## config.mk

```make
export PLATFORM = sky130hd
export DESIGN_NAME = pwm_pair_timer
export DESIGN_NICKNAME = d
export VERILOG_FILES = /design/src/rtl/pwm_pair_pkg.sv /design/src/rtl/tmr_count.sv /design/src/rtl/tmr_pingpong.sv /design/src/rtl/tmr_chan.sv /design/src/rtl/pwm_pair_timer.sv
export SDC_FILE = /design/constraint.sdc
export NUM_CORES = 1
export LEC_CHECK = 0
export BUFFER_PORTS_ARGS = -buffer_cell sky130_fd_sc_hd__buf_4
export CORE_MARGIN = 2
export CORE_UTILIZATION = 54
export CTS_BUF_LIST = sky130_fd_sc_hd__clkbuf_16
export CTS_CLUSTER_DIAMETER = 120
export DETAILED_ROUTE_END_ITERATION = 8
export GPL_TIMING_DRIVEN = 0
export PLACE_DENSITY = 0.88
export SLEW_MARGIN = 15
export SYNTH_ARGS = -nofsm -noshare
export SYNTH_HDL_FRONTEND = slang
export SYNTH_SLANG_ARGS = --single-unit
```

## constraint.sdc

```tcl
create_clock -name clk -period 3.1 [get_ports clk]
set_clock_uncertainty 0.2 [all_clocks]
set_input_delay 0.155 -clock clk [delete_from_list [all_inputs] [get_ports clk]]
set_output_delay 0.155 -clock clk [all_outputs]
set_load 0.02 [all_outputs]
```

## src/rtl/pwm_pair_pkg.sv

```systemverilog
package pwm_pair_pkg;
   // channel control byte, low five bits
   typedef struct packed {
      logic [1:0] mode;      // [4:3] 01 plain, 1x linked (channel 0 only)
      logic       tov;       // [2]   drive pulse level at wrap
      logic [1:0] pol;       // [1:0] 10 pulse high, 11 pulse low
   } chan_ctl_t;

   localparam logic [2:0] A_TCTL = 3'd0;
   localparam logic [2:0] A_MOD  = 3'd1;
   localparam logic [2:0] A_C0C  = 3'd2;
   localparam logic [2:0] A_C0V  = 3'd3;
   localparam logic [2:0] A_C1C  = 3'd4;
   localparam logic [2:0] A_C1V  = 3'd5;
endpackage

```

## src/rtl/tmr_count.sv

```systemverilog
module tmr_count #(
   parameter int CW      = 8,
   parameter int PRE_DIV = 1
) (
   input  logic          clk,
   input  logic          rst_n,
   input  logic          stop,
   input  logic          clr,
   input  logic [CW-1:0] mod,
   output logic [CW-1:0] cnt,
   output logic [CW-1:0] cnt_nxt,
   output logic          adv,
   output logic          wrap,
   output logic          ovf
);
   localparam int PSW = (PRE_DIV > 1) ? $clog2(PRE_DIV) : 1;

   logic tick;

   generate
      if (PRE_DIV < 1) begin : g_bad_div
         $error("PRE_DIV must be at least 1");
      end
      if (PRE_DIV == 1) begin : g_nodiv
         assign tick = 1'b1;
      end else begin : g_div
         logic [PSW-1:0] pre_q;
         always_ff @(posedge clk or negedge rst_n) begin
            if (!rst_n)                          pre_q <= '0;
            else if (clr)                        pre_q <= '0;
            else if (!stop) begin
               if (pre_q == PSW'(PRE_DIV - 1))   pre_q <= '0;
               else                              pre_q <= pre_q + 1'b1;
            end
         end
         assign tick = (pre_q == PSW'(PRE_DIV - 1));
      end
   endgenerate

   assign adv     = tick && !stop && !clr;
   assign wrap    = adv && (cnt >= mod);
   assign cnt_nxt = wrap ? '0 : cnt + 1'b1;

   always_ff @(posedge clk or negedge rst_n) begin
      if (!rst_n) begin
         cnt <= '0;
         ovf <= 1'b0;
      end else begin
         ovf <= wrap;
         if (clr)      cnt <= '0;
         else if (adv) cnt <= cnt_nxt;
      end
   end


   ovf_zero_chk: assert property (@(posedge clk) disable iff (!rst_n)
      ovf |-> (cnt == '0));

   stop_hold_chk: assert property (@(posedge clk) disable iff (!rst_n)
      (stop && !clr) |=> $stable(cnt));
endmodule

```

## src/rtl/tmr_pingpong.sv

```systemverilog
module tmr_pingpong (
   input  logic clk,
   input  logic rst_n,
   input  logic relink,
   input  logic wr_v0,
   input  logic wr_v1,
   input  logic wrap,
   output logic sel,
   output logic last
);
   always_ff @(posedge clk or negedge rst_n) begin
      if (!rst_n) begin
         sel  <= 1'b0;
         last <= 1'b0;
      end else if (relink) begin
         sel  <= 1'b0;
         last <= 1'b0;
      end else begin
         if (wr_v1)      last <= 1'b1;
         else if (wr_v0) last <= 1'b0;
         if (wrap)       sel  <= last;
      end
   end


   sel_hold_chk: assert property (@(posedge clk) disable iff (!rst_n)
      (!wrap && !relink) |=> $stable(sel));
endmodule

```

## src/rtl/tmr_chan.sv

```systemverilog
module tmr_chan
   import pwm_pair_pkg::*;
#(
   parameter int CW = 8
) (
   input  logic          clk,
   input  logic          rst_n,
   input  logic          allow,
   input  chan_ctl_t     ctl,
   input  logic [CW-1:0] cmp,
   input  logic [CW-1:0] cnt_nxt,
   input  logic          adv,
   input  logic          wrap,
   output logic          out
);
   logic en, lvl;

   assign en  = allow && ctl.pol[1] && (ctl.mode != 2'b00);
   assign lvl = ~ctl.pol[0];

   always_ff @(posedge clk or negedge rst_n) begin
      if (!rst_n)                     out <= 1'b0;
      else if (!en)                   out <= 1'b0;
      else if (adv) begin
         if (cnt_nxt == cmp)          out <= ~lvl;
         else if (wrap && ctl.tov)    out <= lvl;
      end
   end


   zero_duty_chk: assert property (@(posedge clk) disable iff (!rst_n)
      (en && adv && wrap && cmp == '0) |=> (out == $past(~lvl)));

   idle_hold_chk: assert property (@(posedge clk) disable iff (!rst_n)
      (en && !adv) |=> $stable(out));
endmodule

```

## src/rtl/pwm_pair_timer.sv

```systemverilog
module pwm_pair_timer
   import pwm_pair_pkg::*;
#(
   parameter int CW      = 8,
   parameter int PRE_DIV = 1
) (
   input  logic          clk,
   input  logic          rst_n,
   input  logic          wr_en,
   input  logic [2:0]    wr_addr,
   input  logic [CW-1:0] wr_data,
   output logic [CW-1:0] cnt_o,
   output logic          ovf_o,
   output logic          pwm0_o,
   output logic          pwm1_o,
   output logic          pin1_free_o
);
   localparam int CTLW = $bits(chan_ctl_t);

   generate
      if (CW < CTLW) begin : g_bad_cw
         $error("CW must hold a channel control byte");
      end
   endgenerate

   logic          stop_q;
   logic [CW-1:0] mod_q, v0_q, v1_q;
   chan_ctl_t     c0_q, c1_q;
   logic          linked, clr, wr_c0, wr_c1, wr_v0, wr_v1;
   logic          adv, wrap, sel, last;
   logic [CW-1:0] cnt_nxt, cmp0_eff;

   assign linked = c0_q.mode[1];
   assign clr    = wr_en && wr_addr == A_TCTL && wr_data[1];
   assign wr_c0  = wr_en && wr_addr == A_C0C;
   assign wr_c1  = wr_en && wr_addr == A_C1C && !linked;
   assign wr_v0  = wr_en && wr_addr == A_C0V;
   assign wr_v1  = wr_en && wr_addr == A_C1V;

   always_ff @(posedge clk or negedge rst_n) begin
      if (!rst_n) begin
         stop_q <= 1'b1;
         mod_q  <= '1;
         v0_q   <= '0;
         v1_q   <= '0;
         c0_q   <= '0;
         c1_q   <= '0;
      end else begin
         if (wr_en && wr_addr == A_TCTL) stop_q <= wr_data[0];
         if (wr_en && wr_addr == A_MOD)  mod_q  <= wr_data;
         if (wr_v0) v0_q <= wr_data;
         if (wr_v1) v1_q <= wr_data;
         if (wr_c0) c0_q <= chan_ctl_t'(wr_data[CTLW-1:0]);
         if (wr_c1) c1_q <= chan_ctl_t'(wr_data[CTLW-1:0]);
      end
   end

   tmr_count #(.CW(CW), .PRE_DIV(PRE_DIV)) u_cnt (
      .clk(clk), .rst_n(rst_n), .stop(stop_q), .clr(clr), .mod(mod_q),
      .cnt(cnt_o), .cnt_nxt(cnt_nxt), .adv(adv), .wrap(wrap), .ovf(ovf_o)
   );

   tmr_pingpong u_pp (
      .clk(clk), .rst_n(rst_n), .relink(wr_c0), .wr_v0(wr_v0), .wr_v1(wr_v1),
      .wrap(wrap), .sel(sel), .last(last)
   );

   // at a wrap the new period already uses the register written last
   always_comb begin
      if (!linked)   cmp0_eff = v0_q;
      else if (wrap) cmp0_eff = last ? v1_q : v0_q;
      else           cmp0_eff = sel  ? v1_q : v0_q;
   end

   tmr_chan #(.CW(CW)) u_ch0 (
      .clk(clk), .rst_n(rst_n), .allow(1'b1), .ctl(c0_q), .cmp(cmp0_eff),
      .cnt_nxt(cnt_nxt), .adv(adv), .wrap(wrap), .out(pwm0_o)
   );

   tmr_chan #(.CW(CW)) u_ch1 (
      .clk(clk), .rst_n(rst_n), .allow(!linked), .ctl(c1_q), .cmp(v1_q),
      .cnt_nxt(cnt_nxt), .adv(adv), .wrap(wrap), .out(pwm1_o)
   );

   assign pin1_free_o = linked;


   ch1_lock_chk: assert property (@(posedge clk) disable iff (!rst_n)
      linked |=> $stable(c1_q));
endmodule

```

# Word-level counts from Yosys, hierarchy flattened
# Index checks and enable logic that the tools add are counted.
dict set report op_classes {
  n_addsub 1
  order_cmp 1
  n_eq_ne 11
  muxes 20
  bitwise_logic 2
  n_reduce_logical 26
}
# cell count
set op_table {}
lappend op_table {{two-way mux 8 bit} 7}
lappend op_table {{equality test 8 bit} 2}
lappend op_table {{logical AND 1 bit} 15}
lappend op_table {{two-way mux 1 bit} 13}
lappend op_table {{adder 8 x 1 -> 8 bit, second input constant} 1}
lappend op_table {{>= comparator 8 bit} 1}
lappend op_table {{nonzero test 2 bit} 4}
lappend op_table {{equality test 3 x 2 -> 1 bit, second input constant} 2}
lappend op_table {{equality test 3 bit, second input constant} 2}
lappend op_table {{inequality test 3 bit, second input constant} 2}
lappend op_table {{inequality test 2 bit, second input constant} 2}
lappend op_table {{AND reduction 2 bit} 2}
lappend op_table {{equality test 3 x 1 -> 1 bit, second input constant} 1}
lappend op_table {{logical NOT 1 bit} 3}
lappend op_table {{logical NOT 3 bit} 1}
lappend op_table {{nonzero test 3 bit} 1}
lappend op_table {{inverter 1 bit} 2}
dict set report word_totals {
  ff_bits 48
  out_inout_bits 12
  word_cells 77
}

# Depth between registers and ports, before layout
# Gate-level depths: netlist (run 1).
dict set report logic_depth {
  depth_word 12
  mapped_depth 13
  mapped_depth_nobuf 12
}

# By module
# Synthesis (run 1) repeated with hierarchy kept, for this count alone.
dict set report unflattened {
  cells_unflattened 251
  hier_area_um2 2864.0
}
# mod instances cells_each area_per_inst_um2 seq_area_each_um2
set by_module_without_submodules {}
lappend by_module_without_submodules {pwm_pair_timer 1 95 1519.0 887.1}
lappend by_module_without_submodules {tmr_count 1 109 934.6 225.2}
lappend by_module_without_submodules {tmr_chan 2 20 163.9 25.0}
lappend by_module_without_submodules {tmr_pingpong 1 7 82.6 50.0}

# Least setup slack after synthesis (run 1)
# No wires, ideal clock.
dict set report synth_timing {
  path_type {flip-flop to flip-flop}
  start {reg u_cnt.cnt[0]}
  end {reg u_ch0.out}
  t_arrival_ps 3122
  required_time_ps 2823
  setup_slack_ps -300
  path_stages_with_launch 14
  path_buffers 1
  synth_period_minus_slack_ps 3400
  path_cell_list {dfrtp_1 > buf_2 > inv_1 > ha_1 > nand2b_1 > a2111oi_2 > o31ai_1 > nand2_1 > inv_2 > or2_2 > a21oi_1 > o22ai_1 > o41a_1 > a21oi_1}
}
dict set report synth_via {
  elab_chain_cells 8
}
# element line_no
set synth_lines {}
lappend synth_lines {{start: declaration} tmr_count.sv:10} ;# output logic [CW-1:0] cnt,
lappend synth_lines {{start signal: assignment} tmr_count.sv:51} ;# else if (adv) cnt <= cnt_nxt;
lappend synth_lines {{>= comparator 8 bit *} tmr_count.sv:41} ;# assign wrap = adv && (cnt >= mod);
lappend synth_lines {{logical AND 1 bit *} tmr_count.sv:41}
lappend synth_lines {{net u_ch0.wrap} tmr_chan.sv:13} ;# input logic wrap,
lappend synth_lines {{two-way mux 8 bit} pwm_pair_timer.sv:71} ;# else if (wrap) cmp0_eff = last ? v1_q : v0_q;
lappend synth_lines {{two-way mux 8 bit} pwm_pair_timer.sv:70} ;# if (!linked) cmp0_eff = v0_q;
lappend synth_lines {{equality test 8 bit} tmr_chan.sv:25} ;# if (cnt_nxt == cmp) out <= ~lvl;
lappend synth_lines {{two-way mux 1 bit} tmr_chan.sv:25}
lappend synth_lines {{two-way mux 1 bit} tmr_chan.sv:24} ;# else if (adv) begin
lappend synth_lines {{two-way mux 1 bit} tmr_chan.sv:23} ;# else if (!en) out <= 1'b0;
lappend synth_lines {{end signal: assignment} tmr_chan.sv:25}
lappend synth_lines {{end signal: assignment} tmr_chan.sv:26} ;# else if (wrap && ctl.tov) out <= lvl;
lappend synth_lines {{end: declaration} tmr_chan.sv:14} ;# output logic out
# The timed path passes the listed nets; every way through them passes the cells marked *. The select of a mux whose other input is x is not followed.
# A chain may end at the register's enable or synchronous reset.

# Worst setup path in the final report (run 1)
dict set report layout_timing {
  start {reg mod_q[7]}
  end {reg u_ch0.out}
}
dict set report layout_via {
  elab_chain_cells 8
}
# element line_no
set layout_lines {}
lappend layout_lines {{start: declaration} pwm_pair_timer.sv:27} ;# logic [CW-1:0] mod_q, v0_q, v1_q;
lappend layout_lines {{start signal: assignment} pwm_pair_timer.sv:50} ;# if (wr_en && wr_addr == A_MOD) mod_q <= wr_data;
lappend layout_lines {{>= comparator 8 bit *} tmr_count.sv:41}
lappend layout_lines {{logical AND 1 bit *} tmr_count.sv:41}
lappend layout_lines {{two-way mux 8 bit} pwm_pair_timer.sv:71}
lappend layout_lines {{two-way mux 8 bit} pwm_pair_timer.sv:70}
lappend layout_lines {{equality test 8 bit} tmr_chan.sv:25}
lappend layout_lines {{two-way mux 1 bit} tmr_chan.sv:25}
lappend layout_lines {{two-way mux 1 bit} tmr_chan.sv:24}
lappend layout_lines {{two-way mux 1 bit} tmr_chan.sv:23}
# Mark *: on every way between the ends. The rest lies on a longest branch, timed or not. The select of a mux whose other input is x is not followed.

==> results of run 1 <==
[metal layers]
| metal | track usage [%] | vias to the layer above | share of wire (%) |
|---|---|---|---|
| met3 | 4.62 | 41 | 8.2 |
| met5 | 0 | - | 0 |
| met2 | 48.7 | 176 | 48 |
| li1 | - | 1168 | - |
| met4 | 11.1 | 0 | 4.9 |
| met1 | 37.2 | 1314 | 39 |
[synth_stat cells, types with 3 or more instances]
cell type	n	share of area [%]
clkbuf_1	4	0.53
inv_1	12	1.6
o31ai_1	3	0.79
a21oi_1	26	4.6
a31oi_1	3	0.66
xnor2_1	5	1.5
nor4_1	3	0.66
nand2_1	31	4.1
nor3_1	3	0.53
nand3_1	12	2.1
buf_2	4	0.71
dfrtp_1	39	34
o21ai_0	21	3.7
nand4_1	4	0.88
mux2_2	27	11
xor2_1	7	2.2
ha_1	9	4.0
dfstp_2	9	8.3
mux2i_1	4	1.4
nor2_1	18	2.4
or2_2	4	0.88
and3_1	4	0.88
[worst max path at each step]
stage,startpoint,endpoint,slack (ps)
2_1_floorplan,u_cnt.cnt[0],u_ch0.out,20
3_3_place_gp,u_cnt.cnt[0],u_ch0.out,-260
3_5_place_dp,u_cnt.cnt[0],u_ch0.out,-310
5_1_grt,mod_q[5],u_ch0.out,-370
4_1_cts,u_cnt.cnt[0],u_ch0.out,-110
6_report,mod_q[7],u_ch0.out,-280
[sequential cells by signal, summed over array words and instances, names as in the netlist, 4 cells and up]
| signal | count |
|---|---|
| v1_q | 8 |
| mod_q | 8 |
| u_cnt.cnt | 8 |
| c1_q | 5 |
| v0_q | 8 |
| c0_q | 4 |
[cell usage in the layout, fill, tap and decap left out, drive strengths merged, types with 2 or more instances in the layout]
cell | netlist | layout
a21boi | 2 | 2
a21oi | 26 | 26
a31oi | 3 | 3
and3 | 4 | 4
buf | 7 | 43
clkbuf | 4 | 8
clkinv | 0 | 2
dfrtp | 39 | 39
dfstp | 9 | 9
dlygate4sd3 | 0 | 11
ha | 9 | 9
inv | 13 | 13
mux2 | 27 | 27
mux2i | 4 | 4
nand2 | 31 | 31
nand3 | 12 | 12
nand4 | 4 | 4
nand4b | 2 | 2
nor2 | 19 | 19
nor3 | 3 | 3
nor4 | 3 | 3
nor4b | 3 | 3
nor4bb | 2 | 2
o21a | 2 | 2
o21ai | 22 | 22
o22ai | 2 | 2
o31a | 2 | 2
o31ai | 3 | 3
or2 | 5 | 5
or3 | 2 | 2
xnor2 | 5 | 5
xor2 | 7 | 7
[power groups by stage]
stage	registers, W	clock network, W	logic [W]
after floorplan	0.000966	0	0.000784
after detailed placement	0.000965	0	0.00110
after global placement	0.000957	0	0.00107
after global routing	0.00100	0.000637	0.00160
after CTS	0.000959	0.000610	0.00132
final	0.000987	0.000612	0.00151
[cells by family (layout without fill, tap and decap cells)]
group	Yosys count	in the layout	synth area share [%]
fa+ha+maj	9	9	3.97
buf+inv	24	78	3.88
compound gates	73	73	15.7
simple gates	96	96	17.9
flops	48	48	42.7
xor+xnor	12	12	3.70
mux	31	31	12.1
[repair_timing]
| action | in CTS | in global routing |
|---|---|---|
| buffers inserted | 10 | 3 |
| endpoints found under the setup margin | 2 | 2 |
| gates cloned | 0 | 0 |
| hold buffers | 11 | 0 |
| hold endpoints to repair | 75 | 0 |
| pin swaps | 13 | 17 |
| resized for setup | 28 | 23 |
[area by class of cell]
| cell class | instances | area, sq um | share of cell area [%] |
|---|---|---|---|
| clock inverter | 3 | 38.8 | 1.04 |
| tap | 70 | 87.6 | 2.36 |
| sequential | 48 | 1220 | 32.7 |
| multi-input combinational | 221 | 1740 | 46.7 |
| clock buffer | 5 | 125 | 3.36 |
| inverter | 13 | 58.8 | 1.58 |
| timing repair buffer | 47 | 384 | 10.3 |
| buffer | 10 | 70.1 | 1.88 |
[per-stage QoR]
step / worst slack, ps / std cells / instance area [sq um]
floorplan: 18.9 / 293 / 2870
global placement: -261 / 386 / 3130
detailed placement: -309 / 386 / 3130
CTS: -110 / 415 / 3600
global route: -365 / 417 / 3720
finish: -284 / 417 / 3720
[worst max-delay path, stage by stage (launching register included)]
cell,delay [ps]
dfstp_2,520
inv_2,60
ha_4,290
nand4_1,200
o31a_1,440
buf_4,180
nor4b_2,310
o21bai_1,170
a311oi_2,340
nand4_1,140
o41a_1,330
a21oi_1,130
==> results.md, run 1 <==
- Starting DRT DRC Count: approximately 330
- Period utilisation layout: 109%
- H-tree Lvls: 2
- Total GRT Usage: roughly 29%
- Wire per inst: 21.1 um
- Rel. slew slack: 56.0%
- HP Start: wr_addr[1]
- Cell Area, Synth: around 2800 sq um
- Post-synth EDFFs: 0
- Fin Setup TNS: -329 ps
- Failing checks: setup timing
- Root buf cell: clkbuf_16
- NumNets Final: between 300 and 400
- Setup violators final: 2
- Crit path kind: reg2reg
- Die width: about 76 um
- GR Overflow Total: 0
- Maxcap violations: 0
- Hold WC Path Type: in2reg
- First-pass GRT wire length: approximately 13000 um
- Crit end category: register
- Detailed-route DRC error count: 0
- Yosys warning total: 0
- Worst r2r dst: u_ch0.out
- Comb pwr share: around half
- Layout cells sized above 1: ~37%
- Fin. Hold Viols: 0
- Int Power: 0.00186 W
- Skew-Pair Late Insertion Delay: 290 ps
- Port Buffers: 23
- Fillers: 353
- Required @ worst endpoint: about 3100 ps
- RSZ-0062 raised after global routing: yes
- DR vias: roughly 2700
- Core ar.: 5070 sq um
- Distinct cells, synth: 54
- Clk buf depth: 2
- Seq/Total Area, Yosys: 42.7%
- ANT nets after route: 0
- Initial antenna violation count: 0
- Switching Fraction: 40.3%
- Antenna diode count: 0
- Layout Utilization: between 70% and 80%
- Async set-reset flop share out of synthesis: 100%
- Die area: just under 6000 sq um
- Avg Synthesized Cell Area: slightly below 10 sq um
- DR vias/cell: 6.47
- Vias in the first global route: roughly 2600
- Status: complete, but fails checks
- Synth-to-layout area growth: 31.0%
- Critical path peak fanout: 4
- Site row count: 26
- Arr. time, crit path: about 3400 ps
- Chip height: about 76 um
- WHS: about 10 ps
- First-pass DRT Iterations: 5
- RD Place Congestion: between 0.9 and 1
- Pin count of the biggest net entering global routing: just under 50
- Worst setup SP type: register
- CTS sink cnt: 48
- Starting Density: 55.9%
- Design Power: 0.00311 W
- Final WL: between 8000 and 9000 um
- #FFs+latches synth: 48
- Ys flop type: dfrtp_1
- Hold Path End: u_pp.last
- Syn Inst Count: about 300
- # IOs: 26
- Leakage power: roughly 1.6 nW
- Final WS setup: -284 ps
- Power density cells: approximately 840 nW/um^2
- Sequential share of power: a little under a third
- R2R cell count: 11
- TritonCTS clock tree: done
- Hold Crit Depth: 4
- Syn_nets: about 320
- R2R setup slack: -280 ps
- Period minus WS final: ~3400 ps
- RR Startpoint: mod_q[7]
- Worst-path clk slew: about 70 ps
- Least-Margin Pin Slew: roughly 660 ps
- Final Max Tran Viols: 0
- Peak supply drop: 458 uV
- Number of CTS-inserted buffers: 5
- Fmax: approximately 0.30 GHz
- Dpl hpwl: between 4000 and 5000 um
- Sw Pwr: 0.00125 W
- Clock power frac: approximately a fifth
(Power assumes the default switching activity.)
==> run 2: changes to the inputs <==
--- a/config.mk
+++ b/config.mk
@@ -12,6 +12,7 @@
 export CTS_CLUSTER_DIAMETER = 120
 export DETAILED_ROUTE_END_ITERATION = 8
 export GPL_TIMING_DRIVEN = 0
+export MAX_ROUTING_LAYER = met4
 export PLACE_DENSITY = 0.88
 export SLEW_MARGIN = 15
 export SYNTH_ARGS = -nofsm -noshare
==> run 2 against run 1 <==
The run still ends with setup timing left. Clock-buffer cell count did not move. Combinational power decreased by 3%. Clock power about the same. Non-clock buffer count fell by 2. Wire length fell by 9.4%. Via count decreased by 4.1%. Register-to-register slack improved by 170 ps. Sequential cell count stayed put. Power decreased by 2.3%.
==> results.md, run 2 (same netlist as run 1, synthesis figures left out) <==
- Power density cells: 822 nW/um^2 (was 837 nW/um^2)
- Switching Fraction: 39.4% (was 40.3%)
- Storage element area: 1220 sq um (unchanged)
- Crit path kind: reg2reg (unchanged)
- Site row count: 26 (unchanged)
- Non-Filler Instances: 415 (was 417)
- Buffers and inverters on the worst path: 4 (was 2)
- Dpl hpwl: 4860 um (was 4960 um)
- Vias in the first global route: 2565 (was 2556)
- Leakage power: 1.57 nW (about the same)
- Status: complete, but fails checks (unchanged)
- First-pass DRT Iterations: 5 (unchanged)
- NumNets Final: 367 (was 369)
- Final WS setup: -110 ps (was -284 ps)
- First-pass GRT wire length: 12700 um (was 13100 um)
- Die area: 5850 sq um (unchanged)
- Setup violators final: 2 (unchanged)
- Period utilisation layout: 104% (was 109%)
- Clock power frac: 20.0% (was 19.7%)
- Int Power: 0.00184 W (was 0.00186 W)
- Sequential share of power: 32.0% (was 31.7%)
- Required @ worst endpoint: 3110 ps (was 3120 ps)
- RD Place Congestion: 0.951 (was 0.931)
- Chip height: 76.5 um (unchanged)
- Crit path max-delay cell type: dfstp_2 (unchanged)
- Hold Crit Depth: 4 (unchanged)
- Wire per inst: 19.2 um (was 21.1 um)
- ANT nets after route: 0 (unchanged)
- Total GRT Usage: 28.3% (was 28.8%)
- Die width: 76.5 um (unchanged)
- RSZ-0062 raised after global routing: yes (unchanged)
- Hold WC Path Type: in2reg (unchanged)
- Placed cell count: 386 (unchanged)
- Initial antenna violation count: 0 (unchanged)
- Hold Path End: u_pp.last (unchanged)
- Worst-path cell chain: inv_1 -> ha_1 -> nand4_1 -> buf_4 -> o31ai_4 -> buf_12 -> nand2_4 -> buf_4 -> mux2i_1 -> a311oi_2 -> nand4_1 -> o41a_1 -> a21oi_1 (was inv_2 -> ha_4 -> nand4_1 -> o31a_1 -> buf_4 -> nor4b_2 -> o21bai_1 -> a311oi_2 -> nand4_1 -> o41a_1 -> a21oi_1)
- Maxcap violations: 0 (unchanged)
- Antenna diode count: 0 (unchanged)
- Number of CTS-inserted buffers: 5 (unchanged)
- Sw Pwr: 0.00120 W (was 0.00125 W)
- Detailed-route DRC error count: 0 (unchanged)
- Worst setup SP type: register (unchanged)
- TritonCTS clock tree: done (unchanged)
- Port Buffers: 23 (unchanged)
- Least-Margin Pin Slew: 714 ps (was 656 ps)
- DR vias: 2587 (was 2699)
- Arr. time, crit path: 3220 ps (was 3400 ps)
- H-tree Lvls: 2 (unchanged)
- Layout cells sized above 1: 35.9% (was 37.5%)
- Final WL: 7980 um (was 8810 um)
- Period minus WS final: 3210 ps (was 3380 ps)
- Starting Density: 55.9% (unchanged)
- Most frequent cells in the layout: dfrtp_1 (36), buf_4 (33), nand2_1 (29) (was dfrtp_1 (36), buf_4 (35), nand2_1 (29))
- Starting DRT DRC Count: 306 (was 329)
- Fillers: 359 (was 353)
- Worst r2r dst: u_ch0.out (unchanged)
- Core ar.: 5070 sq um (unchanged)
- Rel. slew slack: 52.0% (was 56.0%)
- Root buf cell: clkbuf_16 (unchanged)
- WHS: 13.0 ps (was 10.3 ps)
- Design Power: 0.00304 W (was 0.00311 W)
- R2R setup slack: -110 ps (was -280 ps)
- R2R cell count: 13 (was 11)
- Pin count of the biggest net entering global routing: 49 (unchanged)
- Cell family contributing the most delay on the critical path: compound AO/OA/AOI/OAI gates (unchanged)
- Fin Setup TNS: -217 ps (was -329 ps)
- Comb pwr share: 47.9% (was 48.6%)
- Synth-to-layout area growth: 30.2% (was 31.0%)
- Final Max Tran Viols: 0 (unchanged)
- DR vias/cell: 6.23 (was 6.47)
- Fmax: 0.311 GHz (was 0.295 GHz)
- HP Start: wr_addr[1] (unchanged)
- # IOs: 26 (unchanged)
- RR Startpoint: mod_q[5] (was mod_q[7])
- Skew-Pair Late Insertion Delay: 290 ps (about the same)
- Post-Place Setup Slack: -307 ps (was -309 ps)
- CTS sink cnt: 48 (unchanged)
- Clk buf depth: 2 (unchanged)
- Most frequent standard cell in the layout excluding fill and tap cells: dfrtp_1 (unchanged)
- Worst-path clk slew: 70 ps (about the same)
- Critical path peak fanout: 7 (was 4)
- Failing checks: setup timing (unchanged)
- GR Overflow Total: 0 (unchanged)
- Peak supply drop: 508 uV (was 458 uV)
- Fin. Hold Viols: 0 (unchanged)
- CP max stage delay: 520 ps (about the same)
- Crit end category: register (unchanged)
- Multi-input gate area: 1720 sq um (was 1740 sq um)
==> run 2: cell types whose count changed in the layout (fill, tap and decap cells not counted), sizes merged <==
cell and change:
buf -2
==> run 2: what timing repair did <==
action	4_1_cts	5_1_grt
buffers inserted	5	5
hold endpoints to repair	69	0
hold buffers	11	0
resized for setup	25	21
pin swaps	8	12
setup endpoints to repair	2	2
==> run 2: worst max-delay path by stage <==
stage,depth (start not counted),from,endpoint
2_1_floorplan,13,u_cnt.cnt[0],u_ch0.out
3_3_place_gp,13,u_cnt.cnt[0],u_ch0.out
3_5_place_dp,11,mod_q[7],u_ch1.out
4_1_cts,13,u_cnt.cnt[0],u_ch0.out
5_1_grt,13,mod_q[6],u_ch0.out
6_report,13,mod_q[5],u_ch0.out
==> run 2: area by class of cell <==
cell class,count,share of cell area [%]
Buffer,11,2.10
Clock buffer,5,3.39
Clock inverter,3,1.15
Inverter,13,1.52
Multi-Input combinational cell,221,46.5
Sequential cell,48,32.9
Tap cell,70,2.37
Timing Repair Buffer,44,10.0
==> run 2: metrics by stage <==
| stage | util (%) | cell area (sq um) |
|---|---|---|
| floorplan | - | 2870 |
| global placement | 61.7 | 3130 |
| detailed placement | 61.7 | 3130 |
| CTS | 70.0 | 3550 |
| global route | 72.8 | 3700 |
| finish | 72.8 | 3700 |
==> run 2: per-layer routing <==
| metal | global-route usage (%) | share of wire [%] |
|---|---|---|
| met5 | - | 0 |
| met4 | 11.1 | 3.4 |
| met3 | 5.21 | 6.8 |
| met2 | 45.2 | 50 |
| met1 | 35.8 | 40 |
==> run 2: worst min-delay path, stage by stage <==
cell and delay [ps]:
buf_2 150, nand2_1 60, nand2_1 50, nand2_1 60
==> run 2: power groups by stage <==
stage / registers, W / logic, W / clock network (W)
6_report: 0.000974 / 0.00146 / 0.000609
5_1_grt: 0.000998 / 0.00157 / 0.000645
4_1_cts: 0.000957 / 0.00126 / 0.000612
3_5_place_dp: 0.000965 / 0.00109 / 0
3_3_place_gp: 0.000957 / 0.00107 / 0
2_1_floorplan: 0.000966 / 0.000784 / 0
==> run 3: changes to the inputs <==
--- a/config.mk
+++ b/config.mk
@@ -6,8 +6,10 @@
 export NUM_CORES = 1
 export LEC_CHECK = 0
 export BUFFER_PORTS_ARGS = -buffer_cell sky130_fd_sc_hd__buf_4
+export CELL_PAD_IN_SITES_DETAIL_PLACEMENT = 1
+export CELL_PAD_IN_SITES_GLOBAL_PLACEMENT = 1
 export CORE_MARGIN = 2
-export CORE_UTILIZATION = 54
+export CORE_UTILIZATION = 42
 export CTS_BUF_LIST = sky130_fd_sc_hd__clkbuf_16
 export CTS_CLUSTER_DIAMETER = 120
 export DETAILED_ROUTE_END_ITERATION = 8
==> run 3 against run 2 <==
Register-to-register slack got worse by 280 ps. Via count increased by 7.3%. Sequential power about the same. Power increased by 7.0%. Wire length increased by 37%. Worst hold slack improved by 15 ps. Largest cell class unchanged. The flow still finishes with violations (setup timing).
==> results.md, run 3 (same netlist as run 1, synthesis figures left out) <==
- Worst-path cell chain: inv_4 -> ha_4 -> nand4_1 -> buf_6 -> o31ai_4 -> clkbuf_8 -> a21oi_2 -> o32ai_2 -> nand3_2 -> nor4_4 -> nand3_1 -> a31oi_1 (was inv_1 -> ha_1 -> nand4_1 -> buf_4 -> o31ai_4 -> buf_12 -> nand2_4 -> buf_4 -> mux2i_1 -> a311oi_2 -> nand4_1 -> o41a_1 -> a21oi_1)
- Fillers: 705 (was 359)
- Die area: 7430 sq um (was 5850 sq um)
- Initial antenna violation count: 0 (unchanged)
- GR Overflow Total: 0 (unchanged)
- H-tree Lvls: 2 (unchanged)
- DR vias/cell: 6.44 (was 6.23)
- Leakage power: 1.61 nW (was 1.57 nW)
- Antenna diode count: 0 (unchanged)
- Pin count of the biggest net entering global routing: 49 (unchanged)
- DR vias: 2777 (was 2587)
- Port Buffers: 23 (unchanged)
- Buffers and inverters on the worst path: 3 (was 4)
- TritonCTS clock tree: done (unchanged)
- Cell family contributing the most delay on the critical path: compound AO/OA/AOI/OAI gates (unchanged)
- First-pass GRT wire length: 15700 um (was 12700 um)
- Final WL: 10900 um (was 7980 um)
- Starting Density: 43.9% (was 55.9%)
- Crit path max-delay cell type: dfstp_2 (unchanged)
- CTS sink cnt: 48 (unchanged)
- Synth-to-layout area growth: 33.5% (was 30.2%)
- Most frequent cells in the layout: buf_4 (38), dfrtp_1 (35), nand2_1 (30) (was dfrtp_1 (36), buf_4 (33), nand2_1 (29))
- Final WS setup: -387 ps (was -110 ps)
- HP Start: wr_addr[1] (unchanged)
- Total GRT Usage: 28.9% (was 28.3%)
- ANT nets after route: 0 (unchanged)
- Period utilisation layout: 112% (was 104%)
- Design Power: 0.00325 W (was 0.00304 W)
- Fin. Hold Viols: 0 (unchanged)
- Chip height: 86.2 um (was 76.5 um)
- Critical path peak fanout: 6 (was 7)
- Final Max Tran Viols: 0 (unchanged)
- Most frequent standard cell in the layout excluding fill and tap cells: buf_4 (was dfrtp_1)
- Arr. time, crit path: 3500 ps (was 3220 ps)
- First-pass DRT Iterations: 5 (unchanged)
- Die width: 86.2 um (was 76.5 um)
- RR Startpoint: mod_q[6] (was mod_q[5])
- Site row count: 29 (was 26)
- Least-Margin Pin Slew: 802 ps (was 714 ps)
- Rel. slew slack: 46.5% (was 52.0%)
- Power density cells: 858 nW/um^2 (was 822 nW/um^2)
- RSZ-0062 raised after global routing: yes (unchanged)
- Number of CTS-inserted buffers: 5 (unchanged)
- Crit path kind: reg2reg (unchanged)
- Worst-path clk slew: 60 ps (was 70 ps)
- RD Place Congestion: 0.892 (was 0.951)
- Skew-Pair Late Insertion Delay: 290 ps (about the same)
- Critical path origin: mod_q[6] (was mod_q[5])
- WHS: 27.9 ps (was 13.0 ps)
- Clk buf depth: 2 (unchanged)
- Core ar.: 6460 sq um (was 5070 sq um)
- Crit end category: register (unchanged)
- Setup violators final: 3 (was 2)
- Storage element area: 1220 sq um (about the same)
- Worst setup SP type: register (unchanged)
- CP max stage delay: 540 ps (was 520 ps)
- Status: complete, but fails checks (unchanged)
- Multi-input gate area: 1740 sq um (was 1720 sq um)
- Period minus WS final: 3490 ps (was 3210 ps)
- Starting DRT DRC Count: 268 (was 306)
- Failing checks: setup timing (unchanged)
- Required @ worst endpoint: 3110 ps (about the same)
- Root buf cell: clkbuf_16 (unchanged)
- NumNets Final: 377 (was 367)
- Vias in the first global route: 2901 (was 2565)
- # IOs: 26 (unchanged)
- Layout cells sized above 1: 37.3% (was 35.9%)
- Dpl hpwl: 5810 um (was 4860 um)
- Peak supply drop: 380 uV (was 508 uV)
- Fmax: 0.287 GHz (was 0.311 GHz)
- Maxcap violations: 0 (unchanged)
- Detailed-route DRC error count: 0 (unchanged)
- Wire per inst: 25.3 um (was 19.2 um)
- Hold WC Path Type: in2reg (unchanged)
-- run 3: cell types whose count changed in the layout (fill, tap and decap cells not counted), moves of 2 or more --
cell	change
ha_1	-2
o21ai_2	-4
buf_6	+3
ha_4	+2
o22ai_1	+2
buf_4	+5
o21ai_1	+2
o22ai_2	-2
-- run 3: area by class of cell --
class                      count  area share (%)
inverter                      13            1.88
clock inverter                 2           0.231
tap                           77            2.54
sequential                    48            32.1
buffer                        11            2.31
multi-input combinational    221            45.9
clock buffer                   5            3.30
timing repair buffer          54            11.7
-- run 3: metrics by stage --
stage	worst slack [ps]	TNS [ps]	instance area, sq um	cells	util [%]
floorplan	18.9	0	2870	293	-
global placement	-409	-732	3140	393	48.6
detailed placement	-466	-897	3140	393	48.6
CTS	-108	-189	3640	425	56.4
global route	-431	-1060	3790	431	58.7
finish	-387	-798	3790	431	58.7
-- run 3: layer usage --
| layer | track usage (%) | share of wire (%) | vias up |
|---|---|---|---|
| met3 | 4.76 | 5.2 | 49 |
| met2 | 49.4 | 52 | 133 |
| met4 | 10.2 | 4.8 | 0 |
| met1 | 34.6 | 38 | 1408 |
| li1 | - | - | 1187 |
| met5 | - | 0 | - |
-- run 3: power breakdown --
| group | switching, W | internal (W) |
|---|---|---|
| Combinational | 0.000962 | 0.000763 |
| Sequential | 0.000201 | 0.000800 |
| Clock | 0.000236 | 0.000291 |
-- run 3: worst reg2reg max path, stage by stage, from the launching register on --
cell,delay [ps]
dfstp_2,540
inv_4,50
ha_4,290
nand4_1,110
buf_6,150
o31ai_4,510
clkbuf_8,270
a21oi_2,60
o32ai_2,360
nand3_2,150
nor4_4,400
nand3_1,120
a31oi_1,200
-- run 3: worst paths after layout --
kind                       cells past startpoint  slack (ps)            to
setup / recovery                              12        -390     u_ch1.out
hold reg to reg                                1         310       c0_q[1]
hold / removal                                 4          30     u_pp.last
max in group asynchronous                      2        2010  u_cnt.cnt[0]
min in group asynchronous                      2         230       v1_q[6]
setup reg to reg                              12        -390     u_ch1.out
-- run 3: repair_timing --
item | in CTS | in global routing
buffers inserted | 14 | 6
pin swaps | 16 | 17
resized for setup | 34 | 22
setup endpoints to repair | 2 | 3
hold buffers | 11 | 0
endpoints found under the hold margin | 68 | 0
